$ cat config.mk
export PLATFORM = sky130hd
export DESIGN_NAME = stack_seq
export DESIGN_NICKNAME = d
export VERILOG_FILES = /design/src/rtl/stk_pkg.sv /design/src/rtl/stk_ctrl.sv /design/src/rtl/stk_datapath.sv /design/src/rtl/stack_seq.sv
export SDC_FILE = /design/constraint.sdc
export NUM_CORES = 1
export LEC_CHECK = 0
export BUFFER_PORTS_ARGS = -buffer_cell sky130_fd_sc_hd__buf_2
export CELL_PAD_IN_SITES_DETAIL_PLACEMENT = 1
export CELL_PAD_IN_SITES_GLOBAL_PLACEMENT = 2
export CORE_ASPECT_RATIO = 0.7
export CORE_MARGIN = 8
export CORE_UTILIZATION = 32
export DETAILED_ROUTE_END_ITERATION = 10
export PLACE_DENSITY_LB_ADDON = 0.1
export RECOVER_POWER = 50
export SLEW_MARGIN = 20
export SYNTH_ARGS = -nofsm -noshare
export SYNTH_HDL_FRONTEND = slang
export SYNTH_SLANG_ARGS = --single-unit
$ cat constraint.sdc
create_clock -name clk -period 2.4 [get_ports clk]
set_input_delay 0.12 -clock clk [delete_from_list [all_inputs] [get_ports clk]]
set_output_delay 0.12 -clock clk [all_outputs]
set_load 0.005 [all_outputs]
$ cat src/rtl/stk_pkg.sv
package stk_pkg;

  // Enum order is the start priority: a lower value wins.
  typedef enum logic [2:0] {
    OP_BRK  = 3'd0,
    OP_RTI  = 3'd1,
    OP_CALL = 3'd2,
    OP_RET  = 3'd3,
    OP_PHP  = 3'd4,
    OP_PHA  = 3'd5,
    OP_PLP  = 3'd6,
    OP_PLA  = 3'd7
  } opKind_t;

  typedef enum logic [2:0] {
    SRC_PCHI  = 3'd0,
    SRC_PCLO  = 3'd1,
    SRC_STATB = 3'd2,
    SRC_STAT  = 3'd3,
    SRC_ACC   = 3'd4
  } pushSrc_t;

  typedef enum logic [1:0] {
    DST_LO   = 2'd0,
    DST_HI   = 2'd1,
    DST_STAT = 2'd2
  } pullDst_t;

  typedef struct packed {
    logic     capture;
    logic     doPush;
    pushSrc_t src;
    logic     doPull;
    logic     doVec;
    logic     vecHi;
    pullDst_t dst;
    logic     commit;
    opKind_t  op;
  } strobe_t;

endpackage

$ cat src/rtl/stk_ctrl.sv
module stk_ctrl
  import stk_pkg::*;
#(
  parameter int N_OPS  = 8,
  parameter int STEP_W = 3
) (
  input  logic             clk,
  input  logic             rstN,
  input  logic [N_OPS-1:0] startVec,
  output strobe_t          stb,
  output logic             busy
);

  typedef enum logic [1:0] {ST_IDLE, ST_RUN, ST_FIN} state_t;

  state_t            state;
  opKind_t           curOp;
  logic [STEP_W-1:0] stepIdx;
  opKind_t           pickOp;
  logic              pickValid;
  logic              lastStep;
  logic              anyStart;

  assign anyStart  = |startVec;
  assign pickValid = (state == ST_IDLE) && anyStart;

  // Lowest set index wins.
  always_comb begin
    pickOp = OP_PLA;
    for (int i = N_OPS - 1; i >= 0; i--) begin
      if (startVec[i]) pickOp = opKind_t'(3'(i));
    end
  end

  // Step table per operation.
  always_comb begin
    stb         = '0;
    stb.op      = curOp;
    stb.src     = SRC_PCHI;
    stb.dst     = DST_LO;
    stb.capture = pickValid;
    stb.commit  = (state == ST_FIN);
    lastStep    = 1'b0;
    if (state == ST_RUN) begin
      unique case (curOp)
        OP_BRK: begin
          unique case (stepIdx)
            3'd0:    begin stb.doPush = 1'b1; stb.src = SRC_PCHI;  end
            3'd1:    begin stb.doPush = 1'b1; stb.src = SRC_PCLO;  end
            3'd2:    begin stb.doPush = 1'b1; stb.src = SRC_STATB; end
            3'd3:    begin stb.doVec  = 1'b1; stb.dst = DST_LO;    end
            default: begin stb.doVec  = 1'b1; stb.vecHi = 1'b1; stb.dst = DST_HI; lastStep = 1'b1; end
          endcase
        end
        OP_RTI: begin
          stb.doPull = 1'b1;
          unique case (stepIdx)
            3'd0:    stb.dst = DST_STAT;
            3'd1:    stb.dst = DST_LO;
            default: begin stb.dst = DST_HI; lastStep = 1'b1; end
          endcase
        end
        OP_CALL: begin
          stb.doPush = 1'b1;
          if (stepIdx == 3'd0) stb.src = SRC_PCHI;
          else begin stb.src = SRC_PCLO; lastStep = 1'b1; end
        end
        OP_RET: begin
          stb.doPull = 1'b1;
          if (stepIdx == 3'd0) stb.dst = DST_LO;
          else begin stb.dst = DST_HI; lastStep = 1'b1; end
        end
        OP_PHP: begin stb.doPush = 1'b1; stb.src = SRC_STAT; lastStep = 1'b1; end
        OP_PHA: begin stb.doPush = 1'b1; stb.src = SRC_ACC;  lastStep = 1'b1; end
        OP_PLP: begin stb.doPull = 1'b1; stb.dst = DST_STAT; lastStep = 1'b1; end
        default: begin stb.doPull = 1'b1; stb.dst = DST_LO;  lastStep = 1'b1; end
      endcase
    end
  end

  always_ff @(posedge clk) begin
    if (!rstN) begin
      state   <= ST_IDLE;
      curOp   <= OP_BRK;
      stepIdx <= '0;
    end else begin
      unique case (state)
        ST_IDLE: if (pickValid) begin
          state   <= ST_RUN;
          curOp   <= pickOp;
          stepIdx <= '0;
        end
        ST_RUN: begin
          if (lastStep) state <= ST_FIN;
          stepIdx <= stepIdx + 1'b1;
        end
        default: state <= ST_IDLE;
      endcase
    end
  end

  assign busy = (state != ST_IDLE);

  // a start seen while busy must not change the running operation.
  a_r11_busy_ignores_start: assert property (@(posedge clk) disable iff (!rstN)
    (busy && anyStart) |=> $stable(curOp));

  // break outranks every other start.
  a_r10_break_wins: assert property (@(posedge clk) disable iff (!rstN)
    (!busy && startVec[0]) |=> (curOp == OP_BRK));

  // the commit cycle is never back to back.
  a_r12_single_commit: assert property (@(posedge clk) disable iff (!rstN)
    stb.commit |=> !stb.commit);

endmodule

$ cat src/rtl/stk_datapath.sv
module stk_datapath
  import stk_pkg::*;
#(
  parameter int              DATA_W     = 8,
  parameter int              ADDR_W     = 2 * DATA_W,
  parameter logic [DATA_W-1:0] STACK_PAGE = 8'h01,
  parameter logic [DATA_W-1:0] RESET_SP   = 8'hFF,
  parameter logic [ADDR_W-1:0] VEC_ADDR   = 16'hFFFE,
  parameter int              BRK_BIT    = 4,
  parameter int              IMASK_BIT  = 2
) (
  input  logic              clk,
  input  logic              rstN,
  input  strobe_t           stb,
  input  logic [ADDR_W-1:0] pcIn,
  input  logic [DATA_W-1:0] statusIn,
  input  logic [DATA_W-1:0] accIn,
  input  logic [ADDR_W-1:0] callTarget,
  input  logic [DATA_W-1:0] memRdata,
  output logic [ADDR_W-1:0] memAddr,
  output logic [DATA_W-1:0] memWdata,
  output logic              memWe,
  output logic              memRe,
  output logic [ADDR_W-1:0] pcOut,
  output logic [DATA_W-1:0] statusOut,
  output logic [DATA_W-1:0] accOut,
  output logic [DATA_W-1:0] sp,
  output logic              done
);

  localparam int N_BIT = DATA_W - 1;
  localparam int Z_BIT = 1;
  localparam logic [DATA_W-1:0] BRK_MASK = DATA_W'(1) << BRK_BIT;
  localparam logic [DATA_W-1:0] IRQ_MASK = DATA_W'(1) << IMASK_BIT;

  logic [ADDR_W-1:0] retAddr, target;
  logic [DATA_W-1:0] statLatch, accLatch;
  logic [DATA_W-1:0] tmpLo, tmpHi, tmpStat;
  logic [DATA_W-1:0] spInc;
  logic [DATA_W-1:0] nzStatus;

  assign spInc = sp + 1'b1;

  always_comb begin
    memAddr  = '0;
    memWdata = '0;
    memWe    = 1'b0;
    memRe    = 1'b0;
    if (stb.doPush) begin
      memAddr = {STACK_PAGE, sp};
      memWe   = 1'b1;
      unique case (stb.src)
        SRC_PCHI:  memWdata = retAddr[ADDR_W-1:DATA_W];
        SRC_PCLO:  memWdata = retAddr[DATA_W-1:0];
        SRC_STATB: memWdata = statLatch | BRK_MASK;
        SRC_STAT:  memWdata = statLatch;
        default:   memWdata = accLatch;
      endcase
    end else if (stb.doPull) begin
      memAddr = {STACK_PAGE, spInc};
      memRe   = 1'b1;
    end else if (stb.doVec) begin
      memAddr = VEC_ADDR | ADDR_W'(stb.vecHi);
      memRe   = 1'b1;
    end
  end

  always_comb begin
    nzStatus        = statLatch;
    nzStatus[N_BIT] = tmpLo[N_BIT];
    nzStatus[Z_BIT] = (tmpLo == '0);
  end

  always_ff @(posedge clk) begin
    if (!rstN) begin
      sp        <= RESET_SP;
      retAddr   <= '0;
      target    <= '0;
      statLatch <= '0;
      accLatch  <= '0;
      tmpLo     <= '0;
      tmpHi     <= '0;
      tmpStat   <= '0;
      pcOut     <= '0;
      statusOut <= '0;
      accOut    <= '0;
      done      <= 1'b0;
    end else begin
      done <= stb.commit;
      if (stb.capture) begin
        retAddr   <= pcIn + ADDR_W'(2);
        target    <= callTarget;
        statLatch <= statusIn;
        accLatch  <= accIn;
      end
      if (stb.doPush) sp <= sp - 1'b1;
      if (stb.doPull) sp <= spInc;
      if (stb.doPull || stb.doVec) begin
        unique case (stb.dst)
          DST_LO:  tmpLo   <= memRdata;
          DST_HI:  tmpHi   <= memRdata;
          default: tmpStat <= memRdata;
        endcase
      end
      if (stb.commit) begin
        unique case (stb.op)
          OP_BRK: begin
            pcOut     <= {tmpHi, tmpLo};
            statusOut <= statLatch | BRK_MASK | IRQ_MASK;
          end
          OP_RTI: begin
            pcOut     <= {tmpHi, tmpLo};
            statusOut <= tmpStat;
          end
          OP_CALL: pcOut <= target;
          OP_RET:  pcOut <= {tmpHi, tmpLo} + 1'b1;
          OP_PLP:  statusOut <= tmpStat;
          OP_PLA: begin
            accOut    <= tmpLo;
            statusOut <= nzStatus;
          end
          default: ;
        endcase
      end
    end
  end

  // writes always land in the stack page.
  a_r2_write_in_page: assert property (@(posedge clk) disable iff (!rstN)
    memWe |-> (memAddr[ADDR_W-1:DATA_W] == STACK_PAGE));

  // a push leaves the pointer one below its value at the write.
  a_r3_push_decrements: assert property (@(posedge clk) disable iff (!rstN)
    memWe |=> (sp == $past(sp) - 1'b1));

  // after a stack read the pointer names the byte just read.
  a_r3_pull_points_read: assert property (@(posedge clk) disable iff (!rstN)
    (memRe && memAddr[ADDR_W-1:DATA_W] == STACK_PAGE) |=> (sp == $past(memAddr[DATA_W-1:0])));

  // any read outside the stack page is a vector byte.
  a_r6_vector_only: assert property (@(posedge clk) disable iff (!rstN)
    (memRe && memAddr[ADDR_W-1:DATA_W] != STACK_PAGE) |-> (memAddr[ADDR_W-1:1] == VEC_ADDR[ADDR_W-1:1]));

  // done never lasts two cycles.
  a_r12_done_pulse: assert property (@(posedge clk) disable iff (!rstN)
    done |=> !done);

endmodule

$ cat src/rtl/stack_seq.sv
module stack_seq
  import stk_pkg::*;
#(
  parameter int DATA_W = 8,
  parameter int ADDR_W = 2 * DATA_W
) (
  input  logic              clk,
  input  logic              rstN,
  input  logic              startBrk,
  input  logic              startRti,
  input  logic              startCall,
  input  logic              startRet,
  input  logic              startPushP,
  input  logic              startPushA,
  input  logic              startPullP,
  input  logic              startPullA,
  input  logic [ADDR_W-1:0] pcIn,
  input  logic [DATA_W-1:0] statusIn,
  input  logic [DATA_W-1:0] accIn,
  input  logic [ADDR_W-1:0] callTarget,
  input  logic [DATA_W-1:0] memRdata,
  output logic [ADDR_W-1:0] memAddr,
  output logic [DATA_W-1:0] memWdata,
  output logic              memWe,
  output logic              memRe,
  output logic [ADDR_W-1:0] pcOut,
  output logic [DATA_W-1:0] statusOut,
  output logic [DATA_W-1:0] accOut,
  output logic [DATA_W-1:0] sp,
  output logic              busy,
  output logic              done
);

  localparam int N_OPS = 8;

  logic [N_OPS-1:0] startVec;
  strobe_t          stb;

  // Bit index equals the opKind_t value, so the index is the priority.
  assign startVec = {startPullA, startPullP, startPushA, startPushP,
                     startRet, startCall, startRti, startBrk};

  stk_ctrl #(.N_OPS(N_OPS), .STEP_W(3)) u_ctrl (
    .clk      (clk),
    .rstN     (rstN),
    .startVec (startVec),
    .stb      (stb),
    .busy     (busy)
  );

  stk_datapath #(.DATA_W(DATA_W), .ADDR_W(ADDR_W)) u_dp (
    .clk        (clk),
    .rstN       (rstN),
    .stb        (stb),
    .pcIn       (pcIn),
    .statusIn   (statusIn),
    .accIn      (accIn),
    .callTarget (callTarget),
    .memRdata   (memRdata),
    .memAddr    (memAddr),
    .memWdata   (memWdata),
    .memWe      (memWe),
    .memRe      (memRe),
    .pcOut      (pcOut),
    .statusOut  (statusOut),
    .accOut     (accOut),
    .sp         (sp),
    .done       (done)
  );

endmodule

==> results of run 1 <==
[cells in the final DEF, fill, tap and decap left out, drive strengths merged, types with 6 or more instances in the layout]
master and instances:
ha 10, nand2b 13, o21a 8, nand2 121
nor2 62, buf 141, a31oi 14, nand3 37
xnor2 8, dlygate4sd3 40, clkbuf 46, a222oi 6
dfxtp 121, a22o 7, o211ai 6, a211oi 18
inv 28, nor3 20, o21ai 60, xor2 11
a221oi 6, a21oi 89, mux2i 26
[power by group]
group	leakage (nW)	internal, mW	switching, mW
clock network	0.281	1.56	1.07
registers	0.991	2.22	0.231
logic	2.03	0.697	1.02
total	3.30	4.47	2.32
[worst min-delay path: cells and delay by family]
kind | cells | cell delay (ns)
buffers and inverters | 1 | 0.14
AND/OR/NAND/NOR | 1 | 0.06
multiplexers | 1 | 0.06
[layout make-up]
class                           count  area [µm²]  area share
Multi-Input combinational cell    597        3630       0.430
Timing Repair Buffer              209        1360       0.162
Clock buffer                       18         429      0.0508
Inverter                           23        88.8      0.0105
Tap cell                          270         338      0.0400
Sequential cell                   121        2430       0.288
Clock inverter                     14         164      0.0194
[how the worst max path moves through the flow]
| stage | start | end | slack, ns | cells after the start |
|---|---|---|---|---|
| after floorplan | u_ctrl.stepIdx[0]$_SDFFE_PN0P_ | memAddr[10] | 0.32 | 7 |
| after global placement | u_ctrl.stepIdx[0]$_SDFFE_PN0P_ | u_dp.tmpLo[7]$_SDFFE_PN0P_ | 0.35 | 7 |
| after detailed placement | u_ctrl.stepIdx[0]$_SDFFE_PN0P_ | memAddr[10] | 0.15 | 7 |
| after CTS | u_ctrl.stepIdx[0]$_SDFFE_PN0P_ | memWdata[0] | 0.02 | 9 |
| after global routing | u_ctrl.stepIdx[1]$_SDFFE_PN0P_ | memWdata[1] | -0.08 | 8 |
| final | u_ctrl.stepIdx[1]$_SDFFE_PN0P_ | memWdata[1] | 0.03 | 8 |
[sequential cells by signal, indices dropped and copies added (netlist names), 3 cells and up]
register        flops
u_dp.accLatch       8
u_dp.tmpLo          8
u_ctrl.stepIdx      3
u_ctrl.curOp        3
u_dp.tmpHi          8
u_dp.tmpStat        8
u_dp.pcOut         16
u_dp.statLatch      8
u_dp.target        16
u_dp.statusOut      8
u_dp.accOut         8
u_dp.retAddr       16
u_dp.sp             8
[metrics by stage]
step | utilization | power [mW]
floorplan | - | 3.44
global placement | 0.373 | 4.02
detailed placement | 0.373 | 4.07
CTS | 0.425 | 6.78
global route | 0.430 | 7.12
finish | 0.430 | 6.80
[what timing repair did]
action | 4_1_cts | 5_1_grt
gates cloned | 0 | 1
hold buffers | 40 | 0
endpoints found under the setup margin | 22 | 21
endpoints found under the hold margin | 45 | 0
pin swaps | 0 | 8
gates resized for setup | 11 | 28
buffers inserted | 0 | 4
[layer usage]
layer  routed length, µm  vias to the layer above  part of all wire  track usage
met4                 326                        0             0.013       0.0474
met2               10200                      215              0.41        0.281
met5                   0                        -                 0            0
met3                1850                       27             0.074       0.0508
li1                    -                     3204                 -            -
met1               12600                     3204              0.50        0.295
[kinds of logic (layout without fill, tap and decap cells)]
| group | count (synthesis) | in the layout | synth area share |
|---|---|---|---|
| AO/OA/AOI/OAI | 243 | 243 | 0.242 |
| buffers and inverters | 87 | 264 | 0.0661 |
| flip-flops | 121 | 121 | 0.381 |
| AND/OR/NAND/NOR | 294 | 294 | 0.215 |
| adder cells (fa/ha/maj) | 10 | 10 | 0.0197 |
| multiplexers | 31 | 31 | 0.0509 |
| XOR/XNOR | 19 | 19 | 0.0262 |
==> impl_metrics.csv, run 1 <==
group,metric,value,unit
outcome,status,"complete, no violations",
place,port_buffers,133,
timing,fin_worst_hold_slack,0.0136,ns
pwr,p_leak,3.30,nW
timing,fin_crit_sh,0.986,
routing,vias,6650,
timing,timing.fmax,0.423,GHz
clock_network,clk_latency,0.42,ns
routing,drt_pass1_iterations,6,
min_path,hp-class,"in -> reg",
critical_path,r2r_end,"u_dp.tmpLo[5]$_SDFFE_PN0P_",
yosys,ys_top_cells_by_area,"dfxtp_1 (38%), nand2_1 (7.1%), a21oi_1 (6.8%)",
timing,fin_tns_setup,0,ns
yosys,synthTopCellsByCount,"dfxtp_1 (121), nand2_1 (121), a21oi_1 (87)",
yosys,synth_top_cell_area_share,0.381,
place,gp_congestion,0.830,
clock_network,cts_sinks,121,
clock_network,cts_root_buf,"clkbuf_16",
yosys,synthCells,805,
critical_path,critPathRequiredTime,2.28,ns
yosys,yosys_warnings,0,
critical_path,cp_cell_sequence,"inv_1 > ha_2 > nor3_4 > o21ai_4 > and4_4 > o21a_1 > a22o_1 > buf_2",
min_path,holdPathEnd,"u_dp.tmpLo[2]$_SDFFE_PN0P_",
routing,drtIter0Drc,463,
timing,worstMarginPinSlew,0.772,ns
floorplan,dieArea,0.0247,mm²
place,pre_cts_ws,0.149,ns
yosys,postSynth.asyncResetShare,0,
global_route,grt_pass1_wl,39000,µm
global_route,antenna_found_initial,0,
routing,via_per_inst,5.31,
routing,drtAntennaViolNets,0,
floorplan,die_x,185,µm
critical_path,r2r_cells,8,
routing,route.detailed.drc,0,
clock_network,path_clk_slew,0.06,ns
place,dp.cells,1175,
place,dpl_cell_area,0.00733,mm²
pwr,powerDensity,805,mW/mm²
yosys,synthDistinctLibCells,66,
critical_path,reg2reg_from,"u_ctrl.stepIdx[1]$_SDFFE_PN0P_",
timing,setup_viol,0,
yosys,synth_edf_count,0,
floorplan,initial_core_util,0.324,
critical_path,max_stage_delay,0.36,ns
yosys,ys_seq_area_frac,0.381,
yosys,synthesis.area,0.00636,mm²
finish,drive_above_1_share,0.218,
finish,num-nets-final,1045,
critical_path,cp_max_fo,8,
critical_path,r2r_slack,0.11,ns
routing,wl,25000,µm
finish,final_area,0.00844,mm²
critical_path,worstPathArrival,2.25,ns
timing,max_slew_margin,0.480,
critical_path,cp_num_buf_inv,2,
critical_path,start_kind,"flip-flop",
place,dp_hpwl,18200,µm
floorplan,boundaryPins,134,
clock_network,htreeDepth,4,
pwr,ir_drop,462,µV
floorplan,die_h,134,µm
floorplan,fp.coreArea,0.0196,mm²
yosys,dominantRegCellSynth,"dfxtp_1",
yosys,ys_ff_latch,121,
finish,nFillCells,2391,
critical_path,crit_family,"compound AO/OA/AOI/OAI gates",
timing,hold_violations,0,
yosys,syn_avg_cell_area,7.90,µm²
clock_network,cts_tree,"built",
critical_path,worst_setup_path_end_kind,"output pin",
clock_network,cts_buffer_depth,2,
critical_path,critPathKind,"reg -> out",
timing,rsz0062_at_grt,"yes",
timing,drv_slew,0,
timing,finalClockSkew,0.00786,ns
finish,layout.cells.non_filler,1252,
run,drv_cap,0,
timing,fin_ws,0.0344,ns
critical_path,critical_path.slowest_cell,"and4_4",
min_path,hold_start,"memRdata[2]",
floorplan,num_rows,43,
yosys,syn-num-nets,881,
routing,wl_per_cell,19.9,µm
clock_network,numCtsBuffers,17,
timing,period_minus_slack,2.37,ns
min_path,hold_depth,3,
finish,syn2layout_area_growth,32.7,%
global_route,grt_remaining_overflow,0,
global_route,track_usage,0.199,
global_route,first_global_vias,6902,
finish,diodes,0,
global_route,grt_start_max_net_pins,85,
yosys,yosysTopAreaCell,"dfxtp_1",
No activity file was read; power rests on OpenSTA's default activity.
==> run 2, diff against run 1 <==
--- a/config.mk
+++ b/config.mk
@@ -13,7 +13,7 @@
 export CORE_UTILIZATION = 32
 export DETAILED_ROUTE_END_ITERATION = 10
 export PLACE_DENSITY_LB_ADDON = 0.1
-export RECOVER_POWER = 50
+export RECOVER_POWER = 25
 export SLEW_MARGIN = 20
 export SYNTH_ARGS = -nofsm -noshare
 export SYNTH_HDL_FRONTEND = slang
==> run 2 against run 1 <==
  * Hold slack about the same
  * Non-clock buffer count unchanged
  * Critical endpoint unchanged
  * Register-to-register slack about the same
  * Final cell count is the same
  * Largest cell class unchanged
  * Routed wire length fell by 0.21%
  * Final area up 0.15%
==> impl_metrics.csv, run 2 (synthesis results as in run 1) <==
group,metric,value,unit
finish,drive_above_1_share,0.222,
critical_path,worst_setup_path_end_kind,"output pin",
min_path,hp-class,"in -> reg",
routing,route.detailed.drc,0,
global_route,grt_remaining_overflow,0,
critical_path,critPathLaunch,"u_ctrl.stepIdx[1]$_SDFFE_PN0P_",
timing,fin_worst_hold_slack,0.0139,ns
timing,worstMarginPinSlew,0.738,ns
global_route,grt_use_met3,0.0508,
global_route,antenna_found_initial,0,
floorplan,die_x,185,µm
floorplan,die_h,134,µm
timing,timing.fmax,0.424,GHz
global_route,first_global_vias,6902,
global_route,grt_pass1_wl,39000,µm
routing,drtIter0Drc,463,
clock_network,path_clk_slew,0.06,ns
critical_path,critPathKind,"reg -> out",
finish,final_common_cell,"nand2_1",
critical_path,cp_max_fo,8,
timing,fin_ws,0.0437,ns
timing,drv_slew,0,
floorplan,dieArea,0.0247,mm²
routing,vias,6651,
pwr,ir_drop,461,µV
clock_network,numCtsBuffers,17,
routing,via_per_inst,5.31,
global_route,grtUsageMet1,0.295,
timing,max_slew_margin,0.503,
routing,wl_per_cell,19.9,µm
global_route,met2_usage,0.281,
timing,setup_viol,0,
timing,hold_violations,0,
finish,nFillCells,2386,
critical_path,worstPathArrival,2.24,ns
finish,final_cell_mix,"nand2_1 (120), dfxtp_1 (116), buf_2 (109)",
finish,syn2layout_area_growth,32.9,%
clock_network,cts_root_buf,"clkbuf_16",
floorplan,num_rows,43,
floorplan,initial_core_util,0.324,
clock_network,cts_sinks,121,
global_route,track_usage,0.199,
global_route,busiest_layer,"met1",
routing,wl,24900,µm
finish,diodes,0,
clock_network,clk_latency,0.42,ns
global_route,grt_start_max_net_pins,85,
outcome,status,"complete, no violations",
timing,finalClockSkew,0.00811,ns
finish,top_regs,"u_dp.pcOut x16, u_dp.retAddr x16, u_dp.target x16",
critical_path,reg2reg_from,"u_ctrl.stepIdx[1]$_SDFFE_PN0P_",
place,pre_cts_ws,0.149,ns
clock_network,cts_tree,"built",
routing,drt_pass1_iterations,7,
finish,final_util,0.431,
place,gp_congestion,0.830,
timing,rsz0062_at_grt,"yes",
run,drv_cap,0,
floorplan,boundaryPins,134,
critical_path,critPathRequiredTime,2.28,ns
timing,period_minus_slack,2.36,ns
place,port_buffers,133,
finish,num-nets-final,1045,
min_path,hold_start,"memRdata[2]",
clock_network,htreeDepth,4,
critical_path,start_kind,"flip-flop",
pwr,p_leak,3.31,nW
pwr,powerDensity,804,mW/mm²
routing,drtAntennaViolNets,0,
clock_network,cts_buffer_depth,2,
place,dp_hpwl,18200,µm
floorplan,fp.coreArea,0.0196,mm²
timing,fin_crit_sh,0.982,
## run 2: cell types whose count changed in the layout (fill, tap and decap cells not counted)
cell      delta
buf_2        +1
buf_4        +2
clkbuf_1     -3
o21ai_0      -1
o21ai_2      +1
## run 2: metal layers
| layer | routed length [µm] | share of wire |
|---|---|---|
| met1 | 12600 | 0.50 |
| met4 | 339 | 0.014 |
| met5 | 0 | 0 |
| met3 | 1810 | 0.073 |
| met2 | 10200 | 0.41 |
## run 2: metrics by stage
stage	total power, mW	TNS [ns]	instance area (µm²)	std cells
2_1_floorplan	3.44	0	6360	805
3_3_place_gp	4.02	0	7330	1175
3_5_place_dp	4.07	0	7330	1175
4_1_cts	6.78	0	8350	1247
5_1_grt	7.13	-0.374	8460	1252
6_report	6.80	0	8460	1252
## run 2: worst paths after layout
check / to / depth (start not counted) / slack, ns
setup / recovery: memWdata[1] / 8 / 0.04
hold / removal: u_dp.tmpLo[2]$_SDFFE_PN0P_ / 3 / 0.01
setup reg to reg: u_dp.tmpLo[5]$_SDFFE_PN0P_ / 8 / 0.12
hold reg to reg: u_dp.accLatch[0]$_SDFFE_PN0P_ / 2 / 0.46
## run 2: final cells by class
type,count,area [µm²],area share
multi-input combinational,597,3630,0.430
sequential,121,2430,0.288
timing repair buffer,209,1370,0.162
clock buffer,18,429,0.0508
tap,270,338,0.0400
clock inverter,14,164,0.0194
inverter,23,88.8,0.0105
## run 2: repair_timing
action	in CTS	in global routing
setup endpoints to repair	22	21
resized for setup	11	28
gates cloned	0	1
pin swaps	0	8
endpoints found under the hold margin	45	0
setup buffers	0	4
hold buffers	40	0
## run 2: worst max-delay path, stage by stage, from the launching register on
cell and delay (ns):
dfxtp_2 0.35, inv_1 0.13, ha_2 0.26, nor3_4 0.07, o21ai_4 0.24, and4_4 0.36
o21a_1 0.15, a22o_1 0.14, buf_2 0.12
## run 2: where the power goes
group          switching [mW]  total (mW)  internal [mW]
Clock                    1.07        2.63           1.56
Sequential              0.230        2.45           2.22
Combinational            1.02        1.72          0.701
Total                    2.32        6.80           4.48
==> run 3, diff against run 2 <==
--- a/config.mk
+++ b/config.mk
@@ -9,10 +9,10 @@
 export CELL_PAD_IN_SITES_DETAIL_PLACEMENT = 1
 export CELL_PAD_IN_SITES_GLOBAL_PLACEMENT = 2
 export CORE_ASPECT_RATIO = 0.7
-export CORE_MARGIN = 8
+export CORE_MARGIN = 2
 export CORE_UTILIZATION = 32
 export DETAILED_ROUTE_END_ITERATION = 10
-export PLACE_DENSITY_LB_ADDON = 0.1
+export PLACE_DENSITY = 0.89
 export RECOVER_POWER = 25
 export SLEW_MARGIN = 20
 export SYNTH_ARGS = -nofsm -noshare
==> run 3 against run 2 <==
  * Utilization down 0.10 points
  * Sequential share of layout area up 0.098 points
  * Die area down 15%
  * Largest cell class unchanged
  * Non-clock buffer count up 2
  * Sequential cell count unchanged
  * Highest routed layer unchanged
  * Routed wire length down 8.4%
==> impl_metrics.csv, run 3 (synthesis results as in run 1) <==
group,metric,value,unit
outcome,status,"complete, no violations",
global_route,grt_pass1_wl,35700,µm
floorplan,die_h,122,µm
floorplan,num_rows,43,
timing,fin_worst_hold_slack,0.0152,ns
finish,nFillCells,2374,
global_route,first_global_vias,6463,
global_route,grt_remaining_overflow,0,
critical_path,critPathRequiredTime,2.28,ns
clock_network,cts_sinks,121,
place,gp_congestion,0.816,
timing,period_minus_slack,2.33,ns
critical_path,critPathKind,"reg -> out",
critical_path,cp_max_fo,13,
pwr,powerDensity,807,mW/mm²
critical_path,r2r_slack,0.32,ns
routing,vias,6664,
critical_path,cp_cell_sequence,"buf_4 > nor2b_1 > and3_1 > a22o_1 > buf_2",
timing,fin_tns_setup,0,ns
finish,diodes,0,
global_route,grtUsageMet1,0.319,
critical_path,reg2reg_from,"u_ctrl.state[0]$_SDFFE_PN0P_",
timing,drv_slew,0,
timing,finalClockSkew,0.00688,ns
timing,rsz0062_at_grt,"yes",
finish,final_cell_mix,"nand2_1 (120), dfxtp_1 (116), buf_2 (107)",
floorplan,initial_core_util,0.324,
routing,wl_per_cell,18.2,µm
clock_network,numCtsBuffers,17,
clock_network,path_clk_slew,0.06,ns
routing,via_per_inst,5.32,
clock_network,cts_root_buf,"clkbuf_16",
global_route,busiest_layer,"met1",
clock_network,clk_latency,0.42,ns
floorplan,die_x,173,µm
floorplan,dieArea,0.0210,mm²
global_route,grt_start_max_net_pins,63,
global_route,track_usage,0.216,
routing,wl,22800,µm
clock_network,cts_buffer_depth,2,
global_route,met2_usage,0.309,
clock_network,cts_tree,"built",
routing,drtAntennaViolNets,0,
routing,drtIter0Drc,420,
pwr,ir_drop,381,µV
pwr,p_leak,3.32,nW
timing,setup_viol,0,
finish,drive_above_1_share,0.226,
critical_path,r2r_end,"u_dp.target[14]$_SDFFE_PN0P_",
finish,num-nets-final,1047,
routing,drt_pass1_iterations,5,
place,port_buffers,133,
global_route,antenna_found_initial,0,
clock_network,htreeDepth,4,
timing,fin_crit_sh,0.972,
critical_path,r2r_cells,5,
routing,route.detailed.drc,0,
floorplan,boundaryPins,134,
timing,worstMarginPinSlew,0.726,ns
finish,final_util,0.430,
run,drv_cap,0,
timing,max_slew_margin,0.511,
min_path,hp-class,"in -> reg",
critical_path,worst_setup_path_end_kind,"output pin",
critical_path,max_stage_delay,0.51,ns
critical_path,critical_path.slowest_cell,"dfxtp_2",
critical_path,worstPathArrival,2.21,ns
finish,top_regs,"u_dp.pcOut x16, u_dp.retAddr x16, u_dp.target x16",
critical_path,endpoint,"memWdata[1]",
place,dp_hpwl,16500,µm
timing,timing.fmax,0.429,GHz
floorplan,fp.coreArea,0.0196,mm²
critical_path,start_kind,"flip-flop",
finish,syn2layout_area_growth,32.6,%
finish,final_common_cell,"nand2_1",
global_route,grt_use_met3,0.0615,
critical_path,critPathLaunch,"u_ctrl.curOp[0]$_SDFFE_PN0P_",
timing,hold_violations,0,
run 3: layer usage:
| layer | vias up | share of wire | routed length (µm) |
|---|---|---|---|
| met4 | 0 | 0.0077 | 175 |
| met5 | - | 0 | 0 |
| met2 | 218 | 0.41 | 9250 |
| met1 | 3233 | 0.51 | 11600 |
| met3 | 17 | 0.076 | 1740 |
| li1 | 3196 | - | - |
run 3: how the worst min path moves through the flow:
stage	startpoint	end	slack (ns)	cells after the start
global route	pcIn[12]	u_dp.retAddr[12]$_SDFFE_PN0P_	0.006	3
CTS	startBrk	u_ctrl.curOp[0]$_SDFFE_PN0P_	0.00006	3
floorplan	pcIn[1]	u_dp.retAddr[1]$_SDFFE_PN0P_	0.22	1
finish	pcIn[12]	u_dp.retAddr[12]$_SDFFE_PN0P_	0.02	3
detailed placement	pcIn[1]	u_dp.retAddr[1]$_SDFFE_PN0P_	0.36	2
global placement	pcIn[1]	u_dp.retAddr[1]$_SDFFE_PN0P_	0.35	2
run 3: metrics by stage:
step                      power [mW]  instance area [µm²]  instances  setup WS, ns
after floorplan                 3.44                 6360        805         0.324
after global placement          4.01                 7320       1180         0.297
after detailed placement        4.04                 7320       1180         0.144
after CTS                       6.81                 8400       1250        0.0280
after global routing            7.13                 8440       1252       -0.0212
final                           6.80                 8440       1252        0.0671
run 3: worst max-delay path: cells and delay by family (launching register included):
family	cells	cell delay (ns)
DFF	1	0.51
and+or+nand+nor	2	0.62
buffers and inverters	2	0.40
AOI/OAI and AO/OA	1	0.26
run 3: power breakdown:
group	leakage (nW)	switching, mW	internal [mW]
Combinational	2.03	1.02	0.689
Sequential	0.992	0.219	2.22
Clock	0.298	0.938	1.72
run 3: what timing repair did:
item / CTS / global route
endpoints found under the setup margin: 22 / 19
gates resized for setup: 25 / 12
hold buffers: 37 / 0
gates cloned: 0 / 1
pin swaps: 3 / 6
hold endpoints to repair: 39 / 0
buffers inserted: 3 / 1
run 3: final cells by class:
| class | count | area, µm² | area share |
|---|---|---|---|
| Clock buffer | 17 | 425 | 0.0504 |
| Timing Repair Buffer | 211 | 1350 | 0.160 |
| Tap cell | 270 | 338 | 0.0400 |
| Inverter | 23 | 88.8 | 0.0105 |
| Sequential cell | 121 | 2430 | 0.288 |
| Clock inverter | 13 | 179 | 0.0212 |
| Multi-Input combinational cell | 597 | 3620 | 0.430 |
